--- config.mk ---
export PLATFORM = sky130hd
export DESIGN_NAME = rotx_unit
export DESIGN_NICKNAME = d
export VERILOG_FILES = /design/src/rtl/rotx_pkg.sv /design/src/rtl/rotx_stage.sv /design/src/rtl/rotx_core.sv /design/src/rtl/rotx_outreg.sv /design/src/rtl/rotx_unit.sv
export SDC_FILE = /design/constraint.sdc
export NUM_CORES = 1
export LEC_CHECK = 0
export BUFFER_PORTS_ARGS = -buffer_cell sky130_fd_sc_hd__buf_2
export CORE_ASPECT_RATIO = 0.75
export CORE_MARGIN = 2
export CORE_UTILIZATION = 35
export DETAILED_ROUTE_END_ITERATION = 6
export PLACE_DENSITY = 0.67
export SYNTH_ARGS = -nofsm -noshare
export SYNTH_HDL_FRONTEND = slang
export SYNTH_SLANG_ARGS = --single-unit
--- constraint.sdc ---
create_clock -name clk -period 4.1 [get_ports clk]
set_input_delay 1.025 -clock clk [delete_from_list [all_inputs] [get_ports clk]]
set_output_delay 1.025 -clock clk [all_outputs]
set_load 0.02 [all_outputs]
--- src/rtl/rotx_pkg.sv ---
package rotx_pkg;
  // Operand width; the stage strides below are tied to this value.
  parameter int SRC_W   = 32;
  parameter int AMT_W   = 5;
  parameter int NSTAGE  = 5;
  // Doubled word: bit 63 of a full double is never read by any stage.
  parameter int WORK_W  = 2 * SRC_W - 1;
endpackage

--- src/rtl/rotx_stage.sv ---
module rotx_stage #(
  parameter int SRC_W  = 32,
  parameter int STRIDE = 16
) (
  input  logic [SRC_W+2*STRIDE-2:0] d_in,
  input  logic                      pri_bit,
  input  logic                      alt_bit,
  input  logic                      invert_lo,
  output logic [SRC_W+STRIDE-2:0]   d_out
);
  // Index bit that steers between the two amounts.
  localparam int SEL_BIT = (STRIDE > 1) ? $clog2(STRIDE) - 1 : 0;
  localparam int OUT_N   = SRC_W + STRIDE - 1;

  for (genvar b = 0; b < OUT_N; b++) begin : g_bit
    localparam bit USE_PRI = ((b >> SEL_BIT) & 1) == 1;
    localparam bit LO_GRP  = ((b >> 2) & 1) == 0;
    logic raw, gate;
    assign raw   = USE_PRI ? pri_bit : alt_bit;
    assign gate  = (LO_GRP && invert_lo) ? ~raw : raw;
    assign d_out[b] = gate ? d_in[b+STRIDE] : d_in[b];
  end
endmodule

--- src/rtl/rotx_core.sv ---
module rotx_core
  import rotx_pkg::*;
(
  input  logic [SRC_W-1:0] src,
  input  logic [AMT_W-1:0] pri_amt,
  input  logic [AMT_W-1:1] alt_amt,
  input  logic             stripe,
  output logic [SRC_W-1:0] low_word
);
  logic [WORK_W-1:0] doubled;
  assign doubled = {src[SRC_W-2:0], src};

  for (genvar k = 0; k < NSTAGE; k++) begin : g_stage
    localparam int STRIDE = 1 << (NSTAGE - 1 - k);
    localparam int GATE   = NSTAGE - 1 - k;
    logic [SRC_W+2*STRIDE-2:0] s_in;
    logic [SRC_W+STRIDE-2:0]   s_out;
    logic                      a_bit;
    logic                      inv;

    if (k == 0) begin : g_first
      assign s_in = doubled;
      assign inv  = stripe;
    end else begin : g_next
      assign s_in = g_stage[k-1].s_out;
      assign inv  = 1'b0;
    end

    if (STRIDE > 1) begin : g_alt
      assign a_bit = alt_amt[GATE];
    end else begin : g_pri_only
      assign a_bit = pri_amt[0];
    end

    rotx_stage #(.SRC_W(SRC_W), .STRIDE(STRIDE)) u_stage (
      .d_in      (s_in),
      .pri_bit   (pri_amt[GATE]),
      .alt_bit   (a_bit),
      .invert_lo (inv),
      .d_out     (s_out)
    );
  end

  assign low_word = g_stage[NSTAGE-1].s_out;
endmodule

--- src/rtl/rotx_outreg.sv ---
module rotx_outreg #(
  parameter int SRC_W   = 32,
  parameter int OUT_W   = 64,
  parameter bit REG_OUT = 1'b1
) (
  input  logic             clk,
  input  logic             rst,
  input  logic             in_valid,
  input  logic [SRC_W-1:0] low_word,
  output logic             out_valid,
  output logic [OUT_W-1:0] result
);
  logic [OUT_W-1:0] ext;

  if (OUT_W > SRC_W) begin : g_ext
    assign ext = {{(OUT_W-SRC_W){low_word[SRC_W-1]}}, low_word};
  end else begin : g_same
    assign ext = low_word;
  end

  if (REG_OUT) begin : g_reg
    always_ff @(posedge clk) begin
      if (rst) begin
        out_valid <= 1'b0;
        result    <= '0;
      end else begin
        out_valid <= in_valid;
        if (in_valid) result <= ext;
      end
    end
  end else begin : g_comb
    assign out_valid = in_valid;
    assign result    = ext;
  end
endmodule

--- src/rtl/rotx_unit.sv ---
module rotx_unit
  import rotx_pkg::*;
#(
  parameter int OUT_W   = 64,
  parameter bit REG_OUT = 1'b1
) (
  input  logic             clk,
  input  logic             rst,
  input  logic             in_valid,
  input  logic [31:0]      src,
  input  logic [4:0]       pri_amt,
  input  logic [4:1]       alt_amt,
  input  logic             stripe,
  output logic             out_valid,
  output logic [OUT_W-1:0] result
);
  logic [SRC_W-1:0] low_word;

  rotx_core u_core (
    .src      (src),
    .pri_amt  (pri_amt),
    .alt_amt  (alt_amt),
    .stripe   (stripe),
    .low_word (low_word)
  );

  rotx_outreg #(.SRC_W(SRC_W), .OUT_W(OUT_W), .REG_OUT(REG_OUT)) u_out (
    .clk       (clk),
    .rst       (rst),
    .in_valid  (in_valid),
    .low_word  (low_word),
    .out_valid (out_valid),
    .result    (result)
  );
endmodule

Word level (Yosys, flattened, before mapping)
Index checks and enable logic that the tools add are counted.
{"block": "totals", "ff_bits": 33, "word_cells": 166, "inputBits": 45, "output_inout_bits": 65}
{"block": "op_classes", "n_bitwise": 2, "muxes": 162}
{"cell": "$mux 1", "count": 162}
{"cell": "$not 1->1", "count": 2}

Longest topological paths before layout
{"block": "logic_depth", "word_depth": 7, "mapped_depth": 6, "depth_no_buf": 5}

Cells and area by module
From an unflattened synthesis, not the netlist that was laid out.
{"block": "unflattened", "cells_unflattened": 347, "hier_area_um2": 3824.9}
{"mod": "rotx_outreg", "area_each_um2": 1442.6, "seq_area_each_um2": 660.6, "instances": 1, "cells_per_inst": 138}
{"mod": "rotx_stage at u_core.g_stage[0].u_stage", "area_each_um2": 620.6, "seq_area_each_um2": 0.0, "instances": 1, "cells_per_inst": 53}
{"mod": "rotx_stage at u_core.g_stage[1].u_stage", "area_each_um2": 481.7, "seq_area_each_um2": 0.0, "instances": 1, "cells_per_inst": 43}
{"mod": "rotx_stage at u_core.g_stage[2].u_stage", "area_each_um2": 436.7, "seq_area_each_um2": 0.0, "instances": 1, "cells_per_inst": 39}
{"mod": "rotx_stage at u_core.g_stage[4].u_stage", "area_each_um2": 425.4, "seq_area_each_um2": 0.0, "instances": 1, "cells_per_inst": 36}
{"mod": "rotx_stage at u_core.g_stage[3].u_stage", "area_each_um2": 414.1, "seq_area_each_um2": 0.0, "instances": 1, "cells_per_inst": 37}
{"mod": "rotx_core", "area_each_um2": 3.8, "seq_area_each_um2": 0.0, "instances": 1, "cells_per_inst": 1}

Least setup slack after synthesis
No wires, ideal clock.
{"block": "synth_timing", "kind": "input to register", "from": "input port pri_amt[4]", "to": "register u_out.result[0]", "n_path_buf": 1, "required_time_ns": 3.958, "arrival_time_ns": 2.406, "path_stages": 6, "setup_ns": 0.142, "setup_slack_ns": 1.552, "path_cell_list": "buf_4 -> xnor2_2 -> mux2i_1 -> nor3_1 -> o32ai_1 -> a221oi_1"}
{"block": "synth_between", "elab_chain_cells": 7, "elab_cells_between_ends": 25, "cone_classes": "mux: 24; bitwise: 1"}
{"element": "from (decl)", "line": "rotx_unit.sv:11", "rtl": "input logic [4:0] pri_amt,"}
{"element": "$not 1->1", "line": "rotx_stage.sv:20", "rtl": "assign gate = (LO_GRP && invert_lo) ? ~raw : raw;"}
{"element": "$mux 1", "line": "rotx_stage.sv:20"}
{"element": "$mux 1 (4 in series)", "line": "rotx_stage.sv:21", "rtl": "assign d_out[b] = gate ? d_in[b+STRIDE] : d_in[b];"}
{"element": "$mux 1 *", "line": "rotx_stage.sv:21"}
{"element": "to (signal assigned)", "line": "rotx_outreg.sv:28", "rtl": "if (in_valid) result <= ext;"}
{"element": "to (decl)", "line": "rotx_outreg.sv:11", "rtl": "output logic [OUT_W-1:0] result"}
Mark *: on every way between the ends. The rest lies on a longest branch, timed or not.
A chain may end at the register's enable or synchronous reset.

Worst setup path in the final report
{"block": "layout_timing", "from": "input port pri_amt[4]", "to": "register u_out.result[14]"}
Same word-level chain as after synthesis.

==> flow_summary.ini <==
[run_status]
outcome = completed

[sta]
period_minus_slack_ns = 2.95
setup_viol = 0
max_freq_mhz = 339
tns_ns = 0
finalCritPeriodShare_pct = 72.0
relSlewSlack_pct = 47.4
hold_viol_final = 0
final_critical_path_setup_slack_ns = 1.15
drv_slew = 0
rsz0062_at_grt = no
fin_skew_ns = 0
worst_pin_slew_ns = 0.789
timing.hold.ws_ns = 0.518

[clocking]
cts_num_sinks = 33
postCtsSetupBuffers = 0
clock_path_buffers = 2
clk_latency_ns = 0.27
htree_levels = 2
cts.repair.resized = 0
hold_buffers = 0
cts_tree = yes
numCtsBuffers = 5
cts_root_buffer = clkbuf_16
clk_pin_slew_ns = 0.05

[hold_path]
min_path_type = reg -> reg

[critical_path]
critical_path_arrival_ns = 3.12
startpoint_type = input pin
criticalPathCategory = in -> reg
end_kind = flop
cp_max_fo = 10
required_ns = 4.27

[detailed_routing]
vias = 3333
drc = 0
wl_per_cell_um = 19.0
wl_um = 10400
viasPerCell = 6.08
first_pass_iters = 6
drtIter0Drc = 458
ant_nets = 0

[grt]
antenna_found_initial = 0
grt_pass1_wl_um = 15700
grt_pass1_vias = 2934
gr-total-overflow = 0
track_usage_pct = 20.3
grt_max_degree = 35

[floorplanning]
io_pins = 110
die_area_mm2 = 0.00992
core-area_mm2 = 0.00897
initial_core_util_pct = 35.6
die_y_um = 86.8
rows = 30
die_w_um = 114

[place]
place.gp.congestion = 0.932
io_buffers = 109
dp_hpwl_um = 8010
post-place-ws_ns = 0.959

[logic_synthesis]
yosysTopAreaCellShare_pct = 20.7
synthTopCellsByArea = dfxtp_1 (21%), mux2i_1 (15%), buf_4 (8.9%)
ys_seq_area_share_pct = 20.7
synth.net_count = 428
yosysTopAreaCell = dfxtp_1
syn_inst = 383
yosys_register_bits = 33
yosys.cell_types.count = 20
synth_area_mm2 = 0.00320
syn_avg_cell_area_um2 = 8.35
ys_warn_count = 0

[cells_and_area]
antenna_cells = 0
finalCoreUtilization_pct = 40.7
drive_gt1_share_pct = 35.8
fin_nets = 480
syn_to_final_growth_pct = 14.2

[pwr]
ir_drop_mv = 0.197
p_per_area_mw_per_mm2 = 333
total_power_mw = 1.22
power.static_leakage_nw = 1.65

[flow_run]
cap_violations = 0
logic make-up after synthesis:
logic type	Yosys count	share of synthesized area, %
compound gates	128	30.1
mux	64	20.7
flops	33	20.7
buf+inv	71	12.8
xor+xnor	4	2.04
simple gates	83	13.7
path summary, 6_finish.rpt:
path	to	slack (ns)	start	depth (start not counted)
hold reg to reg	u_out.result[12]	0.52	u_out.result[12]	2
hold / removal	u_out.result[12]	0.52	u_out.result[12]	2
setup reg to reg	u_out.result[31]	2.93	u_out.result[31]	2
setup / recovery	u_out.result[14]	1.15	pri_amt[4]	6
Yosys cell counts:
cell type	n
a221oi_1	32
and2_1	1
buf_1	2
buf_2	1
buf_4	38
clkbuf_1	26
dfxtp_1	33
inv_1	4
mux2_2	16
mux2i_1	48
nand2b_1	16
nor2_1	16
nor2b_1	2
nor3_1	32
o21ai_0	32
o21bai_1	32
o32ai_1	32
or2_2	16
xnor2_2	2
xor2_2	2
sequential cells by signal, summed over array words and instances (netlist names):
name / cells
u_out.result: 32
u_out.out_valid: 1
power by group:
group	leakage (nW)	switching (mW)	internal, mW
Sequential	0.275	0.0221	0.351
Clock	0.0706	0.136	0.223
Combinational	1.30	0.310	0.175
Total	1.65	0.468	0.749
cells in the final DEF, fill, tap and decap left out, drive strengths merged:
| master | n |
|---|---|
| xor2 | 2 |
| nor2b | 2 |
| mux2i | 48 |
| and2 | 1 |
| clkinv | 2 |
| or2 | 16 |
| clkbuf | 6 |
| a221oi | 32 |
| o21bai | 32 |
| nor3 | 32 |
| nand2b | 16 |
| mux2 | 16 |
| buf | 112 |
| dfxtp | 33 |
| nor2 | 16 |
| inv | 4 |
| o21ai | 32 |
| xnor2 | 2 |
| o32ai | 32 |
stage by stage:
| stage | instances | instance area [um2] |
|---|---|---|
| 2_1_floorplan | 383 | 3200 |
| 5_1_grt | 548 | 3650 |
| 3_5_place_dp | 540 | 3510 |
| 3_3_place_gp | 540 | 3510 |
| 4_1_cts | 548 | 3650 |
| 6_report | 548 | 3650 |
critical path, stage by stage:
cell and delay (ns):
buf_2 0.24, xor2_2 0.54, mux2i_1 0.21, nor3_1 0.51
o32ai_1 0.25, a221oi_1 0.35
per-layer routing:
| layer | up-vias | wire length (um) | track usage, % |
|---|---|---|---|
| met5 | - | 0 | 0 |
| met4 | 0 | 128 | 3.88 |
| met3 | 17 | 1040 | 3.50 |
| met2 | 209 | 4320 | 29.9 |
| met1 | 1552 | 4910 | 30.9 |
| li1 | 1555 | - | - |
final cells by class:
| cell class | instances | area (um2) |
|---|---|---|
| Tap cell | 112 | 140 |
| Multi-Input combinational cell | 279 | 2130 |
| Sequential cell | 33 | 661 |
| Fill cell | 931 | 5320 |
| Inverter | 4 | 15.0 |
| Timing Repair Buffer | 112 | 568 |
| Clock buffer | 6 | 129 |
| Clock inverter | 2 | 10.0 |
Power figures use the tool's default switching activity.
